[config.mk]
export PLATFORM = sky130hd
export DESIGN_NAME = dma_chan_engine
export DESIGN_NICKNAME = d
export VERILOG_FILES = /design/src/rtl/dma_chan_pkg.sv /design/src/rtl/dma_reg_bank.sv /design/src/rtl/dma_fetch_seq.sv /design/src/rtl/dma_done_tally.sv /design/src/rtl/dma_chan_engine.sv
export SDC_FILE = /design/constraint.sdc
export NUM_CORES = 1
export LEC_CHECK = 0
export BUFFER_PORTS_ARGS = -buffer_cell sky130_fd_sc_hd__buf_4
export CAP_MARGIN = 20
export CORE_UTILIZATION = 50
export CTS_CLUSTER_DIAMETER = 60
export DETAILED_ROUTE_END_ITERATION = 8
export HOLD_SLACK_MARGIN = 0.05
export PLACE_DENSITY = 0.75
export SETUP_SLACK_MARGIN = 0.4
export SYNTH_ARGS = -nofsm -noshare
export SYNTH_HDL_FRONTEND = slang
export SYNTH_SLANG_ARGS = --single-unit
[constraint.sdc]
create_clock -name clk -period 2.4 [get_ports clk]
set_input_delay 0.48 -clock clk [delete_from_list [all_inputs] [get_ports clk]]
set_output_delay 0.48 -clock clk [all_outputs]
set_load 0.05 [all_outputs]
[src/rtl/dma_chan_pkg.sv]
package dma_chan_pkg;
  localparam int REG_W = 32;
  localparam int OFF_W = 4;

  localparam logic [OFF_W-1:0] OFF_SRC   = 4'h0;
  localparam logic [OFF_W-1:0] OFF_COUNT = 4'h4;
  localparam logic [OFF_W-1:0] OFF_CTRL  = 4'h8;
  localparam int CTRL_GO_BIT = 0;

  typedef enum logic [2:0] {
    SEQ_IDLE,
    SEQ_ISSUE,
    SEQ_WAIT,
    SEQ_SEND,
    SEQ_DONE
  } seq_state_e;
endpackage

[src/rtl/dma_reg_bank.sv]
module dma_reg_bank
  import dma_chan_pkg::*;
#(
  parameter int ADDR_W  = 32,
  parameter int COUNT_W = 16
) (
  input  logic               clk,
  input  logic               rst_n,
  input  logic               wr_en,
  input  logic               rd_en,
  input  logic [OFF_W-1:0]   off,
  input  logic [REG_W-1:0]   wdata,
  input  logic               busy,
  output logic [REG_W-1:0]   rdata,
  output logic               rvalid,
  output logic [ADDR_W-1:0]  src_addr,
  output logic [COUNT_W-1:0] word_count,
  output logic               start
);
  logic [REG_W-1:0] rd_mux;

  // A start is only taken while idle; a mid-transfer start is dropped.
  assign start = wr_en && (off == OFF_CTRL) && wdata[CTRL_GO_BIT] && !busy;

  always_ff @(posedge clk or negedge rst_n) begin
    if (!rst_n) begin
      src_addr   <= '0;
      word_count <= '0;
    end else if (wr_en) begin
      if (off == OFF_SRC)   src_addr   <= wdata[ADDR_W-1:0];
      if (off == OFF_COUNT) word_count <= wdata[COUNT_W-1:0];
    end
  end

  always_comb begin
    rd_mux = '0;
    case (off)
      OFF_SRC:   rd_mux = REG_W'(src_addr);
      OFF_COUNT: rd_mux = REG_W'(word_count);
      OFF_CTRL:  rd_mux[CTRL_GO_BIT] = busy;
      default:   rd_mux = '0;
    endcase
  end

  always_ff @(posedge clk or negedge rst_n) begin
    if (!rst_n) begin
      rvalid <= 1'b0;
      rdata  <= '0;
    end else begin
      rvalid <= rd_en;
      if (rd_en) rdata <= rd_mux;
    end
  end
endmodule

[src/rtl/dma_fetch_seq.sv]
module dma_fetch_seq
  import dma_chan_pkg::*;
#(
  parameter int ADDR_W  = 32,
  parameter int DATA_W  = 32,
  parameter int COUNT_W = 16
) (
  input  logic               clk,
  input  logic               rst_n,
  input  logic               start,
  input  logic [ADDR_W-1:0]  src_addr,
  input  logic [COUNT_W-1:0] word_count,
  output logic               mem_rd_en,
  output logic [ADDR_W-1:0]  mem_rd_addr,
  input  logic [DATA_W-1:0]  mem_rd_data,
  input  logic               mem_rd_valid,
  output logic               st_valid,
  output logic [DATA_W-1:0]  st_data,
  output logic               st_last,
  input  logic               st_ready,
  output logic               busy,
  output logic               done
);
  localparam int WORD_BYTES = DATA_W / 8;
  localparam logic [ADDR_W-1:0] ADDR_STEP = ADDR_W'(WORD_BYTES);
  localparam logic [COUNT_W-1:0] ONE = COUNT_W'(1);

  seq_state_e state;
  logic [ADDR_W-1:0]  cur_addr;
  logic [COUNT_W-1:0] remain;
  logic [DATA_W-1:0]  word_q;
  logic               final_beat;

  assign final_beat = (remain == ONE);

  always_ff @(posedge clk or negedge rst_n) begin
    if (!rst_n) begin
      state    <= SEQ_IDLE;
      cur_addr <= '0;
      remain   <= '0;
      word_q   <= '0;
    end else begin
      case (state)
        SEQ_IDLE: if (start) begin
          cur_addr <= src_addr;
          remain   <= word_count;
          state    <= (word_count == '0) ? SEQ_DONE : SEQ_ISSUE;
        end
        SEQ_ISSUE: state <= SEQ_WAIT;
        SEQ_WAIT: if (mem_rd_valid) begin
          word_q <= mem_rd_data;
          state  <= SEQ_SEND;
        end
        SEQ_SEND: if (st_ready) begin
          if (final_beat) begin
            state <= SEQ_DONE;
          end else begin
            remain   <= remain - ONE;
            cur_addr <= cur_addr + ADDR_STEP;
            state    <= SEQ_ISSUE;
          end
        end
        SEQ_DONE: state <= SEQ_IDLE;
        default:  state <= SEQ_IDLE;
      endcase
    end
  end

  assign mem_rd_en   = (state == SEQ_ISSUE);
  assign mem_rd_addr = cur_addr;
  assign st_valid    = (state == SEQ_SEND);
  assign st_data     = word_q;
  assign st_last     = (state == SEQ_SEND) && final_beat;
  assign busy        = (state != SEQ_IDLE);
  assign done        = (state == SEQ_DONE);
endmodule

[src/rtl/dma_done_tally.sv]
module dma_done_tally #(
  parameter int CNT_W = 32
) (
  input  logic             clk,
  input  logic             rst_n,
  input  logic             done,
  output logic [CNT_W-1:0] count
);
  always_ff @(posedge clk or negedge rst_n) begin
    if (!rst_n)    count <= '0;
    else if (done) count <= count + CNT_W'(1);
  end
endmodule

[src/rtl/dma_chan_engine.sv]
module dma_chan_engine
  import dma_chan_pkg::*;
#(
  parameter int          ADDR_W    = 32,
  parameter int          DATA_W    = 32,
  parameter int          COUNT_W   = 16,
  parameter int          CNT_W     = 32,
  parameter int          ID_W      = 8,
  parameter logic [7:0]  MASTER_ID = 8'd3
) (
  input  logic              clk,
  input  logic              rst_n,
  input  logic              reg_wr_en,
  input  logic              reg_rd_en,
  input  logic [OFF_W-1:0]  reg_off,
  input  logic [REG_W-1:0]  reg_wdata,
  output logic [REG_W-1:0]  reg_rdata,
  output logic              reg_rvalid,
  output logic              mem_rd_en,
  output logic [ADDR_W-1:0] mem_rd_addr,
  output logic [ID_W-1:0]   mem_master_id,
  input  logic [DATA_W-1:0] mem_rd_data,
  input  logic              mem_rd_valid,
  output logic              st_valid,
  output logic [DATA_W-1:0] st_data,
  output logic              st_last,
  input  logic              st_ready,
  output logic              done_pulse,
  output logic              busy,
  output logic [CNT_W-1:0]  done_count
);
  logic [ADDR_W-1:0]  src_addr;
  logic [COUNT_W-1:0] word_count;
  logic               start;

  assign mem_master_id = ID_W'(MASTER_ID);

  dma_reg_bank #(.ADDR_W(ADDR_W), .COUNT_W(COUNT_W)) u_regs (
    .clk(clk), .rst_n(rst_n),
    .wr_en(reg_wr_en), .rd_en(reg_rd_en), .off(reg_off), .wdata(reg_wdata),
    .busy(busy), .rdata(reg_rdata), .rvalid(reg_rvalid),
    .src_addr(src_addr), .word_count(word_count), .start(start)
  );

  dma_fetch_seq #(.ADDR_W(ADDR_W), .DATA_W(DATA_W), .COUNT_W(COUNT_W)) u_seq (
    .clk(clk), .rst_n(rst_n),
    .start(start), .src_addr(src_addr), .word_count(word_count),
    .mem_rd_en(mem_rd_en), .mem_rd_addr(mem_rd_addr),
    .mem_rd_data(mem_rd_data), .mem_rd_valid(mem_rd_valid),
    .st_valid(st_valid), .st_data(st_data), .st_last(st_last), .st_ready(st_ready),
    .busy(busy), .done(done_pulse)
  );

  dma_done_tally #(.CNT_W(CNT_W)) u_tally (
    .clk(clk), .rst_n(rst_n), .done(done_pulse), .count(done_count)
  );
endmodule

# == Yosys cells after proc, flatten, opt, wreduce, memory -nomap -nowiden ==
# Index checks and enable logic that the tools add are counted.
# Widths: inputs -> output; s select.
# op_classes
div_mod_pow,0
n_eq_ne,11
mul,0
addsub,3
n_lt_le_gt_ge,0
n_bitwise,0
mux,16
n_shift,0
reduce_logical,15
# op_table
operator,n
$mux 32,3
$pmux 32 s2,1
$pmux 31 s2,1
$mux 16,3
$add 32x1->32 const B,1
$add 32x3->32 const B,1
$pmux 16 s2,1
$eq 16x1->1 const B,1
$logic_not 16->1,1
$sub 16x1->16 const B,1
$mux 3,5
$pmux 3 s4,1
$eq 3x2->1 const B,2
$ne 2x2->1 const B,3
$reduce_and 2->1,3
$eq 4x3->1 const B,1
$eq 4x4->1 const B,1
$logic_and 1x1->1,4
$logic_not 4->1,1
$reduce_and 4->1,1
$eq 3x1->1 const B,1
$eq 3x3->1 const B,1
$logic_not 3->1,1
$pmux 1 s3,1
5 further kinds,5
# word_totals
wordCells,54
input_bits,74
regBits,196
romBits,0
mem_count,0
latchBits,0
ramBits,0
out_inout_bits,142

# == Logic depth before layout (Yosys ltp) ==
# Gate-level depths: netlist of the first run.
# depth
depth_word,6
ltp_mapped,9

# == Modules after synthesis ==
# From an unflattened synthesis of the first run, not the netlist that was laid out.
# unflattened
cells_unflattened,822
hier_area_um2,9173.8
# modules_own_cells
mod,seq_area_each_um2,cells_each,area_each_um2,n_inst
dma_fetch_seq,2077.0,459,4400.5,1
dma_reg_bank,2026.9,230,3256.9,1
dma_done_tally,800.8,123,1448.9,1
dma_chan_engine,0.0,10,67.6,1

# == Worst setup path before layout of the first run ==
# OpenSTA, ideal clock, no wires.
# synth_timing
kind,register to output
startpoint,reg u_seq.remain[13]
endpoint,out st_last
slack_ns,0.172
arrival_time_ns,1.748
stages_incl_launch_ff,4
cell_sequence,dfrtp_1 or4_4 nor4b_2 and3_1
# synth_between
elab_chain_len,2
# synth_rtl
element,line_no,source
start: declaration,dma_fetch_seq.sv:30,logic [COUNT_W-1:0] remain;
start signal: assignment,dma_fetch_seq.sv:46,remain <= word_count;
start signal: assignment,dma_fetch_seq.sv:58,remain <= remain - ONE;
$eq 16x1->1,dma_fetch_seq.sv:34,assign final_beat = (remain == ONE);
$logic_and 1x1->1,dma_fetch_seq.sv:73,assign st_last = (state == SEQ_SEND) && final_beat;
end: declaration,dma_chan_engine.sv:26,"output logic st_last,"
# Every way passes these cells.

# == Worst setup path in the final report of the first run ==
# Same ends and word-level chain as after synthesis.

==> summary.txt, run 1 <==
Worst setup path
  – Crit end category: output port
  – Slowest cell on crit path: or4_4
  – CP max FO: 3
  – Crit start category: register
  – Worst-path cell chain: or4_4, nor4b_4, and3_4, buf_8
  – Worst endpoint required time: 1.92 ns
  – Crit path largest cell delay: 0.57 ns
  – WP data arrival: 2.03 ns
  – Crit Path Class: reg -> out
  – CP startpoint: u_seq.remain[13]$_DFFE_PN0P_
  – Reg2reg start: u_seq.remain[0]$_DFFE_PN0P_

Synth
  – Post-synth top area share: 0.541
  – Synth unique cells: 58
  – Top post-synthesis cells by area: dfrtp_1 (54%), mux2_2 (10%), a21oi_1 (3.3%)
  – Async SR Flop Fraction: 1.00
  – Synth area leader: dfrtp_1
  – Yosys warns: 0
  – Syn avg cell area: 10.7 µm²
  – Yosys reg bits: 196
  – Synth Instances: 847
  – Synth Flop Type: dfrtp_1
  – Mapped Area: 9060 µm²
  – Sequential share of the synthesized area: 0.541
  – EDFF count, synth: 0

Power
  – Psw: 6.93 mW
  – Sw Share: 0.437
  – PwrDens: 1280 nW/µm²
  – Clock power share: 0.186
  – Internal Power: 8.94 mW
  – Combinational power share: 0.488
  – Peak supply drop: 0.946 mV
  – Flop pwr share: 0.326
  – P_leak: 5.63 nW

Drt
  – DRT Pass-1 Iters: 5
  – # DRC: 0
  – Per-cell routed wire length: 19.7 µm
  – Drt first-iter violations: 726
  – Wl on met1: 10,700 µm
  – DR vias: 7,816
  – Total routed wirelength: 25,900 µm
  – Top sig layer: met4
  – Post-DRT Antenna Nets: 0
  – Routed wl met3: 1530 µm
  – Number of vias per cell: 5.94
  – Met2 wire length: 12,600 µm

Layout
  – Commonest non-fill, non-tap cells in the layout: buf_4 (232), dfrtp_1 (187), mux2_2 (81), nor2_1 (54), nand2_1 (47)
  – Filler cell count: 1,172
  – Most common cell after layout, fill and taps aside: buf_4
  – Layout Nets: 1,157
  – Layout cells sized above 1: 0.418
  – Final core occ: 0.712
  – Antenna diode count: 0
  – Area Overhead vs Synth: 37.4%

Floorplan
  – Core ar.: 17,500 µm²
  – Die W: 137 µm
  – Initial core utilization: 0.518
  – Die H: 137 µm
  – Cell Rows: 48
  – I/O pin count: 216
  – Die area: 18,700 µm²

STA
  – Setup-failing EPs final: 2
  – Max Clk Rate: 0.398 GHz
  – Final hold viol count: 0
  – RSZ-0062 raised after global routing: true
  – Fin. max-slew vios: 0
  – Slew margin rel.: 0.553
  – Min Hold Slack: 0.273 ns
  – Minimum clock period: 2.51 ns
  – Clock Skews: 0.00973 ns
  – Fin crit share: 1.05
  – Least-Margin Pin Slew: 0.670 ns
  – Fin worst setup slack: -0.110 ns

CTS
  – Skew-Pair Late Insertion Delay: 0.43 ns
  – CTS root buffer: clkbuf_16
  – Clk sink count: 196
  – CTS buffer count: 17
  – TritonCTS clock tree: built
  – H-tree Lvls: 4
  – Maximum clock insertion buffer count: 2
  – CTS clock-pin slew for the worst setup and hold paths: 0.07 ns

Run status
  – Failing checks: setup timing
  – Status: finished, violations left

Place
  – IO buf count: 207
  – HPWL after DPL: 15,600 µm
  – Pre-CTS setup slack: 0.140 ns
  – Routability cong.: 0.897

GRT
  – Global-route wire length before repair: 38,000 µm
  – Aggregate global-route resource usage: 0.263
  – Total gr overflow: 0
  – Antenna violations before repair: 0
  – Pin count of the biggest net entering global routing: 66
  – Number of global-route vias before repair: 7,380

Min path
  – Worst hold path class: in -> reg
  – Hold_sp: reg_wdata[22]

Job
  – Maxcap violations: 0
==> critical path, delay by kind of cell, from the launching register on <==
kind | cells | cell delay [ns]
buffers and inverters | 1 | 0.15
DFF | 1 | 0.39
and+or+nand+nor | 3 | 1.06
==> area by class of cell <==
class,instances,area (µm²),area share
inverters,29,109,0.00875
flip-flops and latches,196,4920,0.395
multi-input cells,568,4160,0.335
clock inverters,10,148,0.0119
repair buffers,267,2370,0.190
well taps,225,282,0.0226
clock buffers,20,457,0.0367
==> path summary, 6_finish.rpt <==
kind	to	slack [ns]	cells past startpoint
worst max-delay path	st_last	-0.11	4
worst min-delay path	u_regs.src_addr[22]$_DFFE_PN0P_	0.27	2
worst max register to register	u_seq.remain[0]$_DFFE_PN0P_	-0.01	8
worst min register to register	u_tally.count[31]$_DFFE_PN0P_	0.47	1
max in group asynchronous	u_seq.mem_rd_addr[12]$_DFFE_PN0P_	1.16	3
min in group asynchronous	u_seq.st_data[30]$_DFFE_PN0P_	0.57	2
==> per-stage QoR <==
step | TNS, ns | cells | power, mW | cell area [µm²]
after floorplan | 0 | 853 | 9.33 | 9110
after global placement | 0 | 1247 | 11.1 | 10900
after detailed placement | 0 | 1247 | 11.3 | 10900
after CTS | -0.138 | 1297 | 14.9 | 11900
after global routing | -0.214 | 1315 | 16.6 | 12400
final | -0.125 | 1315 | 15.9 | 12400
==> logic make-up (layout without fill, tap and decap cells) <==
family	count (synthesis)	after routing	synth area share
AO/OA/AOI/OAI	203	203	0.137
XOR/XNOR	31	31	0.0300
adder cells (fa/ha/maj)	4	4	0.00553
buffers and inverters	89	326	0.0443
flip-flops	196	196	0.541
multiplexers	82	82	0.102
other	2	8	0.000829
AND/OR/NAND/NOR	240	240	0.139
==> registers in the layout, indices dropped and copies added (netlist names), 3 cells and up <==
register / cells
u_regs.rdata: 32
u_regs.src_addr: 32
u_regs.word_count: 16
u_seq.mem_rd_addr: 32
u_seq.remain: 16
u_seq.st_data: 32
u_seq.state: 3
u_tally.count: 32
==> routing by layer <==
layer  up-vias  global-route usage
li1       3537                   -
met1      3843               0.349
met2       355               0.424
met3        81              0.0448
met4         0               0.116
met5         -                   0
==> power groups by stage <==
| stage | logic [mW] | registers (mW) | clock network, mW |
|---|---|---|---|
| after floorplan | 2.50 | 6.83 | 0 |
| after global placement | 6.03 | 5.08 | 0 |
| after detailed placement | 6.13 | 5.14 | 0 |
| after CTS | 6.80 | 5.09 | 3.01 |
| after global routing | 8.13 | 5.28 | 3.14 |
| final | 7.75 | 5.17 | 2.95 |
==> synth_stat cells (5+ instances only) <==
| library cell | count |
|---|---|
| buf_1 | 8 |
| nor2_1 | 56 |
| mux2_2 | 81 |
| a21oi_1 | 60 |
| dfrtp_1 | 196 |
| buf_2 | 12 |
| nor4_1 | 7 |
| xnor2_1 | 17 |
| and4_1 | 9 |
| clkbuf_1 | 25 |
| o22ai_1 | 11 |
| and3_1 | 17 |
| a22oi_1 | 26 |
| nand4_1 | 16 |
| nand3_1 | 39 |
| inv_1 | 29 |
| and2_1 | 6 |
| a31oi_1 | 10 |
| o2bb2ai_1 | 7 |
| o21ai_0 | 57 |
| nor3_1 | 18 |
| buf_4 | 11 |
| o22a_1 | 6 |
| nand2_1 | 49 |
| xor2_1 | 14 |
| a32oi_1 | 5 |
==> repair_timing <==
action / in CTS / in global routing
hold buffers: 1 / 0
pin swaps: 4 / 33
gates cloned: 5 / 6
buffers inserted: 14 / 12
endpoints found under the setup margin: 36 / 50
hold endpoints to repair: 51 / 0
gates resized for setup: 46 / 86
Power figures use the tool's default switching activity.
==> inputs of run 2 (changes only) <==
--- a/config.mk
+++ b/config.mk
@@ -12,7 +12,8 @@
 export DETAILED_ROUTE_END_ITERATION = 8
 export HOLD_SLACK_MARGIN = 0.05
 export PLACE_DENSITY = 0.75
-export SETUP_SLACK_MARGIN = 0.4
+export RECOVER_POWER = 25
+export SETUP_SLACK_MARGIN = 0.5
 export SYNTH_ARGS = -nofsm -noshare
 export SYNTH_HDL_FRONTEND = slang
 export SYNTH_SLANG_ARGS = --single-unit
==> summary.txt, run 2 (same netlist as run 1, synthesis figures left out) <==
STA
  – Fin crit share: 1.06
  – Minimum clock period: 2.54 ns
  – Fin. max-slew vios: 0
  – Slew margin rel.: 0.0360
  – Clock Skews: 0.0136 ns
  – RSZ-0062 raised after global routing: true
  – Max Clk Rate: 0.394 GHz
  – Final hold viol count: 0
  – Setup-failing EPs final: 47
  – Fin worst setup slack: -0.137 ns
  – Least-Margin Pin Slew: 1.45 ns

Power
  – Peak supply drop: 1.04 mV
  – Tot Pwr: 15.6 mW
  – P_leak: 5.62 nW
  – PwrDens: 1270 nW/µm²

CTS
  – H-tree Lvls: 4
  – Maximum clock insertion buffer count: 2
  – Skew-Pair Late Insertion Delay: 0.43 ns
  – TritonCTS clock tree: built
  – CTS root buffer: clkbuf_16
  – Clk sink count: 196
  – CTS clock-pin slew for the worst setup and hold paths: 0.08 ns
  – CTS buffer count: 17

Run status
  – Status: finished, violations left
  – Failing checks: setup timing

Layout
  – Antenna diode count: 0
  – Commonest non-fill, non-tap cells in the layout: buf_4 (237), dfrtp_1 (186), mux2_2 (81), nor2_1 (56), nand2_1 (47)
  – Layout cells sized above 1: 0.398
  – Filler cell count: 1,246
  – Most common cell after layout, fill and taps aside: buf_4
  – Area Overhead vs Synth: 35.8%
  – Layout Nets: 1,168

Worst setup path
  – Crit Path Class: reg -> reg
  – Crit start category: register
  – CP max FO: 6
  – Crit end category: register
  – WP data arrival: 2.88 ns
  – Worst endpoint required time: 2.74 ns

GRT
  – Pin count of the biggest net entering global routing: 66
  – GR Util met2: 0.445
  – Met3 Use GR: 0.0578
  – Aggregate global-route resource usage: 0.270
  – GR Util met1: 0.350
  – Antenna violations before repair: 0
  – Number of global-route vias before repair: 7,556
  – Global-route wire length before repair: 39,000 µm
  – Total gr overflow: 0
  – Global route hottest layer: met2

Floorplan
  – Die W: 137 µm
  – Core ar.: 17,500 µm²
  – Die H: 137 µm
  – Initial core utilization: 0.518
  – I/O pin count: 216
  – Die area: 18,700 µm²
  – Cell Rows: 48

Drt
  – Total routed wirelength: 25,900 µm
  – Post-DRT Antenna Nets: 0
  – Number of vias per cell: 5.92
  – DRT Pass-1 Iters: 9
  – Drt first-iter violations: 802
  – Per-cell routed wire length: 19.5 µm
  – DR vias: 7,851
  – # DRC: 0

Place
  – Pre-CTS setup slack: 0.141 ns
  – HPWL after DPL: 15,800 µm
  – Routability cong.: 0.893
  – IO buf count: 207

Min path
  – Worst hold path class: in -> reg

Job
  – Maxcap violations: 0
## run 2: power breakdown
group | internal, mW | switching [mW]
Combinational | 2.96 | 4.59
Clock | 1.67 | 1.23
Sequential | 4.21 | 0.943
## run 2: path summary, 6_finish.rpt
kind	from	endpoint	slack, ns	cells past startpoint
worst min register to register	u_tally.count[31]$_DFFE_PN0P_	u_tally.count[31]$_DFFE_PN0P_	0.48	1
worst max register to register	u_seq.remain[13]$_DFFE_PN0P_	u_seq.mem_rd_addr[6]$_DFFE_PN0P_	-0.14	11
worst max-delay path	u_seq.remain[13]$_DFFE_PN0P_	u_seq.mem_rd_addr[6]$_DFFE_PN0P_	-0.14	11
min in group asynchronous	rst_n	u_seq.st_data[12]$_DFFE_PN0P_	0.96	2
worst min-delay path	reg_wdata[18]	u_regs.src_addr[18]$_DFFE_PN0P_	0.28	2
max in group asynchronous	rst_n	u_seq.mem_rd_addr[18]$_DFFE_PN0P_	0.22	3
## run 2: cell type report
class,count,area (µm²),share of cell area
inverter,29,109,0.00885
sequential,196,4920,0.400
clock buffer,23,498,0.0405
tap,225,282,0.0229
timing repair buffer,278,2420,0.196
clock inverter,8,98.8,0.00804
multi-input combinational,568,3980,0.323
## run 2: routing by layer
layer | share of wire | wire length, µm | vias to the layer above
li1 | - | - | 3541
met4 | 0.029 | 746 | 0
met5 | 0 | 0 | -
met1 | 0.40 | 10400 | 3816
met2 | 0.48 | 12500 | 419
met3 | 0.088 | 2280 | 75
## run 2: stage by stage
step	instance area, µm²	hold slack [ns]	utilization	cells	TNS [ns]
finish	12300	0.282	0.704	1327	-3.39
global route	12300	0.269	0.704	1327	-7.61
CTS	12000	0.269	0.689	1308	-2.71
detailed placement	11000	0.464	0.627	1250	0
global placement	11000	0.462	0.627	1250	0
floorplan	9170	0.184	-	853	0
## run 2: repair_timing
item,CTS,global route
pin swaps,3,10
setup buffers,21,10
hold endpoints to repair,36,0
hold buffers,1,0
resized for setup,40,41
endpoints found under the setup margin,52,55
cloned,5,9
## run 2: worst max-delay path: stages, from the launching register on
cell and delay, ns:
dfrtp_1 0.40, or4_4 0.56, buf_4 0.15, buf_6 0.10
buf_6 0.10, buf_6 0.11, nor4_4 0.23, o21a_4 0.27
buf_12 0.14, buf_6 0.11, a21oi_1 0.04, o22ai_1 0.22
